<file path="src/rtl/selfid_pkg.sv">
package selfid_pkg;

  localparam logic [1:0] TAG_SELFID = 2'd2;

  typedef struct packed {
    logic [5:0] phy_id;
    logic       link_active;
    logic [5:0] gap_count;
    logic [1:0] speed;
    logic       contender;
    logic [2:0] power;
    logic       init_reset;
  } node_info_t;

  // Field extraction from the first quadlet of a sequence
  function automatic node_info_t decode_base(logic [31:0] q);
    node_info_t n;
    n.phy_id      = q[29:24];
    n.link_active = q[22];
    n.gap_count   = q[21:16];
    n.speed       = q[15:14];
    n.contender   = q[11];
    n.power       = q[10:8];
    n.init_reset  = q[1];
    return n;
  endfunction

endpackage

</file>
<file path="src/rtl/selfid_port_slot.sv">
// Places the 2-bit port codes carried by one quadlet into the port vector.
// slot_bits holds quadlet bits 17:2.
module selfid_port_slot #(
  parameter int MAX_QUADS = 4,
  localparam int PORTS = 8 * MAX_QUADS - 5,
  localparam int QIW   = $clog2(MAX_QUADS)
) (
  input  logic [15:0]        slot_bits,
  input  logic [QIW-1:0]     slot_idx,
  output logic [2*PORTS-1:0] slot_data,
  output logic [2*PORTS-1:0] slot_mask
);

  for (genvar p = 0; p < PORTS; p++) begin : g_port
    localparam int QI = (p + 5) / 8;
    localparam int SH = 16 - ((p + 5) % 8) * 2;
    logic hit;
    assign hit = (slot_idx == QIW'(QI));
    assign slot_data[2*p +: 2] = hit ? slot_bits[SH-2 +: 2] : 2'b00;
    assign slot_mask[2*p +: 2] = {2{hit}};
  end

endmodule

</file>
<file path="src/rtl/selfid_chain_check.sv">
// Judges one accepted quadlet against the chaining and numbering rules.
module selfid_chain_check #(
  parameter int REM_W     = 16,
  parameter int MAX_QUADS = 4,
  localparam int QIW      = $clog2(MAX_QUADS)
) (
  input  logic [1:0]       chk_tag,
  input  logic             chk_ext,
  input  logic [2:0]       chk_seqno,
  input  logic             chk_more,
  input  logic [QIW-1:0]   chk_idx,
  input  logic [REM_W-1:0] chk_remain,
  output logic             chk_bad
);
  import selfid_pkg::*;

  logic tag_bad;
  logic ext_bad;
  logic num_bad;
  logic over_bad;
  logic is_first;
  logic [2:0] want_seq;

  always_comb begin
    is_first = (chk_idx == '0);
    want_seq = 3'(chk_idx - 1'b1);
    tag_bad  = (chk_tag != TAG_SELFID);
    ext_bad  = !is_first && !chk_ext;
    num_bad  = !is_first && (chk_seqno != want_seq);
    over_bad = chk_more &&
               ((chk_remain == REM_W'(1)) || (chk_idx == QIW'(MAX_QUADS - 1)));
    chk_bad  = tag_bad || ext_bad || num_bad || over_bad;
  end

endmodule

</file>
<file path="src/rtl/selfid_parser.sv">
module selfid_parser #(
  parameter int REM_W     = 16,
  parameter int MAX_QUADS = 4,
  localparam int PORTS    = 8 * MAX_QUADS - 5,
  localparam int QIW      = $clog2(MAX_QUADS),
  localparam int CNT_W    = $clog2(MAX_QUADS + 1)
) (
  input  logic               clk,
  input  logic               rst_n,
  input  logic               in_valid,
  output logic               in_ready,
  input  logic [31:0]        in_quadlet,
  input  logic [REM_W-1:0]   in_remain,
  output logic               seq_done,
  output logic [5:0]         seq_phy_id,
  output logic [CNT_W-1:0]   seq_count,
  output logic               seq_link_active,
  output logic [5:0]         seq_gap_count,
  output logic [1:0]         seq_speed,
  output logic               seq_contender,
  output logic [2:0]         seq_power,
  output logic               seq_init_reset,
  output logic [2*PORTS-1:0] seq_ports,
  output logic               proto_err,
  output logic               end_of_data
);
  import selfid_pkg::*;

  // State registers
  logic               ready_q;
  logic [QIW-1:0]     idx_q,   idx_d;
  node_info_t         info_q,  info_d;
  logic [2*PORTS-1:0] acc_q,   acc_d;
  logic               acc_en;
  // Output registers
  node_info_t         oinfo_q, oinfo_d;
  logic [2*PORTS-1:0] oport_q, oport_d;
  logic [CNT_W-1:0]   ocnt_q,  ocnt_d;
  logic               out_en;
  logic               done_q,  done_d;
  logic               err_q,   err_d;
  logic               eod_q,   eod_d;

  // Decode helpers
  logic               accept;
  logic               is_empty;
  logic               take;
  logic               bad;
  logic               more;
  node_info_t         cur_info;
  logic [2*PORTS-1:0] slot_data;
  logic [2*PORTS-1:0] slot_mask;
  logic [2*PORTS-1:0] merged;

  assign accept   = in_valid && ready_q;
  assign is_empty = (in_remain == '0);
  assign take     = accept && !is_empty;
  assign more     = in_quadlet[0];
  assign cur_info = decode_base(in_quadlet);

  selfid_port_slot #(
    .MAX_QUADS (MAX_QUADS)
  ) u_slot (
    .slot_bits (in_quadlet[17:2]),
    .slot_idx  (idx_q),
    .slot_data (slot_data),
    .slot_mask (slot_mask)
  );

  selfid_chain_check #(
    .REM_W     (REM_W),
    .MAX_QUADS (MAX_QUADS)
  ) u_check (
    .chk_tag    (in_quadlet[31:30]),
    .chk_ext    (in_quadlet[23]),
    .chk_seqno  (in_quadlet[22:20]),
    .chk_more   (more),
    .chk_idx    (idx_q),
    .chk_remain (in_remain),
    .chk_bad    (bad)
  );

  // Next-state logic
  always_comb begin
    idx_d   = idx_q;
    info_d  = info_q;
    acc_d   = acc_q;
    acc_en  = 1'b0;
    oinfo_d = oinfo_q;
    oport_d = oport_q;
    ocnt_d  = ocnt_q;
    out_en  = 1'b0;
    done_d  = 1'b0;
    err_d   = 1'b0;
    eod_d   = 1'b0;

    if (idx_q == '0) begin
      merged = slot_data;
    end else begin
      merged = (acc_q & ~slot_mask) | slot_data;
    end

    if (accept && is_empty) begin
      eod_d = 1'b1;
      idx_d = '0;
    end else if (take) begin
      if (bad) begin
        err_d = 1'b1;
        idx_d = '0;
      end else if (more) begin
        acc_en = 1'b1;
        acc_d  = merged;
        idx_d  = idx_q + 1'b1;
        if (idx_q == '0) begin
          info_d = cur_info;
        end
      end else begin
        out_en  = 1'b1;
        done_d  = 1'b1;
        idx_d   = '0;
        oport_d = merged;
        ocnt_d  = CNT_W'(idx_q) + 1'b1;
        oinfo_d = (idx_q == '0) ? cur_info : info_q;
      end
    end
  end

  // Registers
  always_ff @(posedge clk or negedge rst_n) begin
    if (!rst_n) begin
      ready_q <= 1'b0;
      idx_q   <= '0;
      info_q  <= '0;
      acc_q   <= '0;
      oinfo_q <= '0;
      oport_q <= '0;
      ocnt_q  <= '0;
      done_q  <= 1'b0;
      err_q   <= 1'b0;
      eod_q   <= 1'b0;
    end else begin
      ready_q <= 1'b1;
      idx_q   <= idx_d;
      done_q  <= done_d;
      err_q   <= err_d;
      eod_q   <= eod_d;
      if (acc_en) begin
        info_q <= info_d;
        acc_q  <= acc_d;
      end
      if (out_en) begin
        oinfo_q <= oinfo_d;
        oport_q <= oport_d;
        ocnt_q  <= ocnt_d;
      end
    end
  end

  assign in_ready        = ready_q;
  assign seq_done        = done_q;
  assign proto_err       = err_q;
  assign end_of_data     = eod_q;
  assign seq_phy_id      = oinfo_q.phy_id;
  assign seq_count       = ocnt_q;
  assign seq_link_active = oinfo_q.link_active;
  assign seq_gap_count   = oinfo_q.gap_count;
  assign seq_speed       = oinfo_q.speed;
  assign seq_contender   = oinfo_q.contender;
  assign seq_power       = oinfo_q.power;
  assign seq_init_reset  = oinfo_q.init_reset;
  assign seq_ports       = oport_q;

endmodule

</file>
<file path="config.mk">
export PLATFORM = sky130hd
export DESIGN_NAME = selfid_parser
export DESIGN_NICKNAME = d
export VERILOG_FILES = /design/src/rtl/selfid_pkg.sv /design/src/rtl/selfid_port_slot.sv /design/src/rtl/selfid_chain_check.sv /design/src/rtl/selfid_parser.sv
export SDC_FILE = /design/constraint.sdc
export NUM_CORES = 1
export LEC_CHECK = 0
export ABC_AREA = 0
export BUFFER_PORTS_ARGS = -buffer_cell sky130_fd_sc_hd__buf_2
export CAP_MARGIN = 20
export CORE_MARGIN = 2
export CORE_UTILIZATION = 55
export CTS_CLUSTER_SIZE = 14
export DETAILED_ROUTE_END_ITERATION = 16
export PLACE_DENSITY = 0.77
export SYNTH_ARGS = -nofsm -noshare
export SYNTH_HDL_FRONTEND = slang
export SYNTH_SLANG_ARGS = --single-unit
</file>
<file path="constraint.sdc">
create_clock -name clk -period 2.9 [get_ports clk]
set_input_delay 0.58 -clock clk [delete_from_list [all_inputs] [get_ports clk]]
set_output_delay 0.58 -clock clk [all_outputs]
set_load 0.01 [all_outputs]
</file>
==> summary.md <==
| Metric | Value |
|---|---|
| Outcome | `completed` |
| Max_cap viols | `0` |
| Routed Antenna Nets | `0` |
| Synthesis-to-finish area growth | `21.24%` |
| WHS | `about 160 ps` |
| CP endpoint kind | `flip-flop` |
| Crit path DAT | `2880 ps` |
| Fin nets | `639` |
| Site Rows | `40` |
| Clock skew after layout | `7.374 ps` |
| Die Height | `115.7 um` |
| Port buffer count | `between 100 and 150` |
| Starting Density | `0.5665` |
| Via Count | `approximately 4300` |
| CTS buffer count | `17` |
| Final worst-path cycle share | `0.8884` |
| Mapped Cells | `about 450` |
| Clock latency on the worst-skew pair | `420 ps` |
| H-tree depth | `4` |
| Number of gates resized after CTS | `0` |
| DRC | `0` |
| Area occupied by multi-input gates | `about 2800 sq um` |
| Total GRT Usage | `0.2283` |
| Period minus WS final | `approximately 2600 ps` |
| Clk root buf | `clkbuf_16` |
| Register clock-pin slew on the reported worst setup and hold paths | `~60 ps` |
| Largest family of logic cells by synthesized area | `multiplexers` |
| # setup viols final | `0` |
| Vias/cell | `5.567` |
| Die width | `115.7 um` |
| Filler cells | `around 850` |
| CTS tree | `yes` |
| Net Count, Synth | `503` |
| Post-Syn Area per Cell | `15.32 sq um` |
| Pleak | `4.254 nW` |
| Multiplexer area fraction after synthesis | `0.3025` |
| Placed Cells | `731` |
| Core area | `12110 sq um` |
| Initial antenna violation count | `0` |
| CTS max path bufs | `2` |
| RePlAce Congestion | `0.7692` |
| Vias in the first global route | `4424` |
| Die ar. | `13390 sq um` |
| Non-filler instance count after layout | `766` |
| Reg-to-reg endpoint | `seq_ports[50]` |
| Yosys cell types | `32` |
| Hold Vio Cnt, Final | `0` |
| Drt wl/cell | `18.62 um` |
| DP Wirelength | `around 10 mm` |
| Routed WL | `14.26 mm` |
| Global-route wire length before repair | `23.16 mm` |
| DR iter-0 viols | `238` |
| Simple-gate area share of the yosys netlist | `0.01823` |
| Max-slew violation count | `0` |
| Largest net degree at the start of global routing | `just under 80` |
| Crit path launch | `idx_q[0]` |
| Synth Area in Compound Gates | `0.06856` |
| Synth Area in XOR/XNOR | `0.002553` |
| First-pass DRT Iterations | `4` |
| Final setup TNS | `0 ps` |
| Hold crit path type | `in -> async` |
| RSZ-0062 raised after global routing | `false` |
| Reg-to-reg startpoint | `idx_q[0]` |
| Hold_buf cts | `0` |
| Register area share after synthesis | `0.5726` |
| Worst slew margin | `0.2789` |
| Synthesized flop and latch total | `157` |
| Critical path fanouts, max | `78` |
| R2r setup slk | `320 ps` |
| Power Density | `673.7 nW/um^2` |
| Post-Synth Adder-Cell Area | `0.007294` |
| Seq. cell area | `3929 sq um` |
| Critical Path RT | `around 3200 ps` |
| Post-CTS Setup Bufs | `0` |
| Boundary Pins | `132` |
| Critical path class | `reg -> reg` |
| Max Freq | `388.1 MHz` |
| Worst Reg-to-Reg Cells | `8` |
| Worst Tran Pin Value | `1078 ps` |
| Mapped cell area | `6862 sq um` |
| GRT Residual Overflow | `0` |
| Share of cells above drive strength 1 | `0.5343` |
| CP startpoint kind | `flip-flop` |
| Max rail drop VDD | `0.3582 mV` |
| Clock sinks | `157` |
| Ys Warns | `0` |
-- worst max path at each step --
stage               depth (start not counted)            end  slack [ps]
detailed placement                          6      info_q[7]         150
global route                                8   seq_ports[3]         180
CTS                                         8  seq_ports[48]         330
finish                                      8  seq_ports[50]         320
floorplan                                   7  seq_ports[19]         330
global placement                            6      acc_q[36]         190
-- registers in the layout (all words and copies together), names as in the netlist --
name	count
idx_q	2
seq_link_active	1
seq_count	3
acc_q	54
seq_phy_id	6
seq_contender	1
seq_done	1
proto_err	1
end_of_data	1
seq_power	3
info_q	20
seq_init_reset	1
seq_speed	2
seq_ports	54
seq_gap_count	6
in_ready	1
-- Yosys cell counts --
cell       number  share of area
a21oi_1         1        0.00073
a22o_1         48          0.061
and2_1          1        0.00091
buf_1           3         0.0016
buf_2           5         0.0036
buf_4           1         0.0011
buf_6           8          0.013
clkbuf_1       12         0.0066
conb_1          1        0.00055
dfrtp_1       157           0.57
ha_1            4         0.0073
inv_1           3         0.0016
mux2_1         38          0.062
mux2_2        121           0.20
mux2_4         19          0.042
nand2_1         2         0.0011
nand2b_1        1        0.00091
nand3b_1        1         0.0011
nand4bb_1       1         0.0016
nor2_1          4         0.0022
nor3_1          1        0.00073
nor4_1          1        0.00091
o2111a_1        2         0.0033
o21ai_0         3         0.0022
o31ai_1         1         0.0011
or2_2           1        0.00091
or3_1           1        0.00091
or3_4           1         0.0016
or4_1           2         0.0022
or4_4           1         0.0016
or4b_2          1         0.0015
xnor2_1         2         0.0026
-- power by group --
| part | internal, W | leakage (nW) | switching, W |
|---|---|---|---|
| Clock | 0.00135 | 0.284 | 0.000834 |
| Sequential | 0.00247 | 2.11 | 0.000140 |
| Combinational | 0.000414 | 1.86 | 0.000388 |
-- layout by cell type (no fill, tap or decap), drive strengths merged --
cell type,count
o2111a,2
xnor2,2
inv,3
mux2,178
nand2,2
buf,146
nand3b,1
nand4bb,1
nand2b,1
nor3,1
bufinv,2
a21oi,1
diode,1
clkinvlp,1
conb,1
clkbuf,26
clkinv,3
or2,1
or4b,1
and2,1
a22o,48
o21ai,3
nor4,1
or3,2
dfrtp,157
o31ai,1
ha,4
or4,3
nor2,4
-- through the flow --
stage	instance area (sq um)	worst slack, ps	utilization	total power, W
2_1_floorplan	6862	334.0	-	0.003091
3_3_place_gp	7720	185.8	0.6374	0.003415
3_5_place_dp	7720	146.3	0.6374	0.003458
4_1_cts	8302	333.1	0.6854	0.005650
5_1_grt	8317	176.0	0.6867	0.005854
6_report	8319	323.6	0.6869	0.005605
-- critical path, cell delays in order, from the launching register on --
cell and delay (ps):
dfrtp_1 420, inv_1 120, ha_1 360, xnor2_1 140, o31ai_1 190, buf_4 160
o2111a_4 230, buf_12 390, mux2_2 400
-- layout make-up --
type / instances / share of cell area
Clock buffer: 26 / 0.06001
Sequential cell: 157 / 0.4723
Antenna cell: 1 / 0.0003008
Timing Repair Buffer: 146 / 0.09911
Multi-Input combinational cell: 259 / 0.3318
Clock inverter: 6 / 0.009926
Inverter: 3 / 0.001354
Tap cell: 168 / 0.02527
-- cells by family (layout without fill, tap and decap cells) --
logic type,count (synthesis),count (layout)
AO/OA/AOI/OAI,55,55
XOR/XNOR,2,2
adder cells (fa/ha/maj),4,4
buffers and inverters,32,181
flip-flops,157,157
multiplexers,178,178
other,1,2
AND/OR/NAND/NOR,19,19
-- per-layer routing --
layer / wire, um / vias up / global-route usage
met1: 6231 / 2178 / 0.3014
met4: 237 / 0 / 0.08175
li1: - / 1940 / -
met3: 942 / 16 / 0.07584
met2: 6850 / 130 / 0.3563
met5: 0 / - / 0
Power figures use the tool's default switching activity.
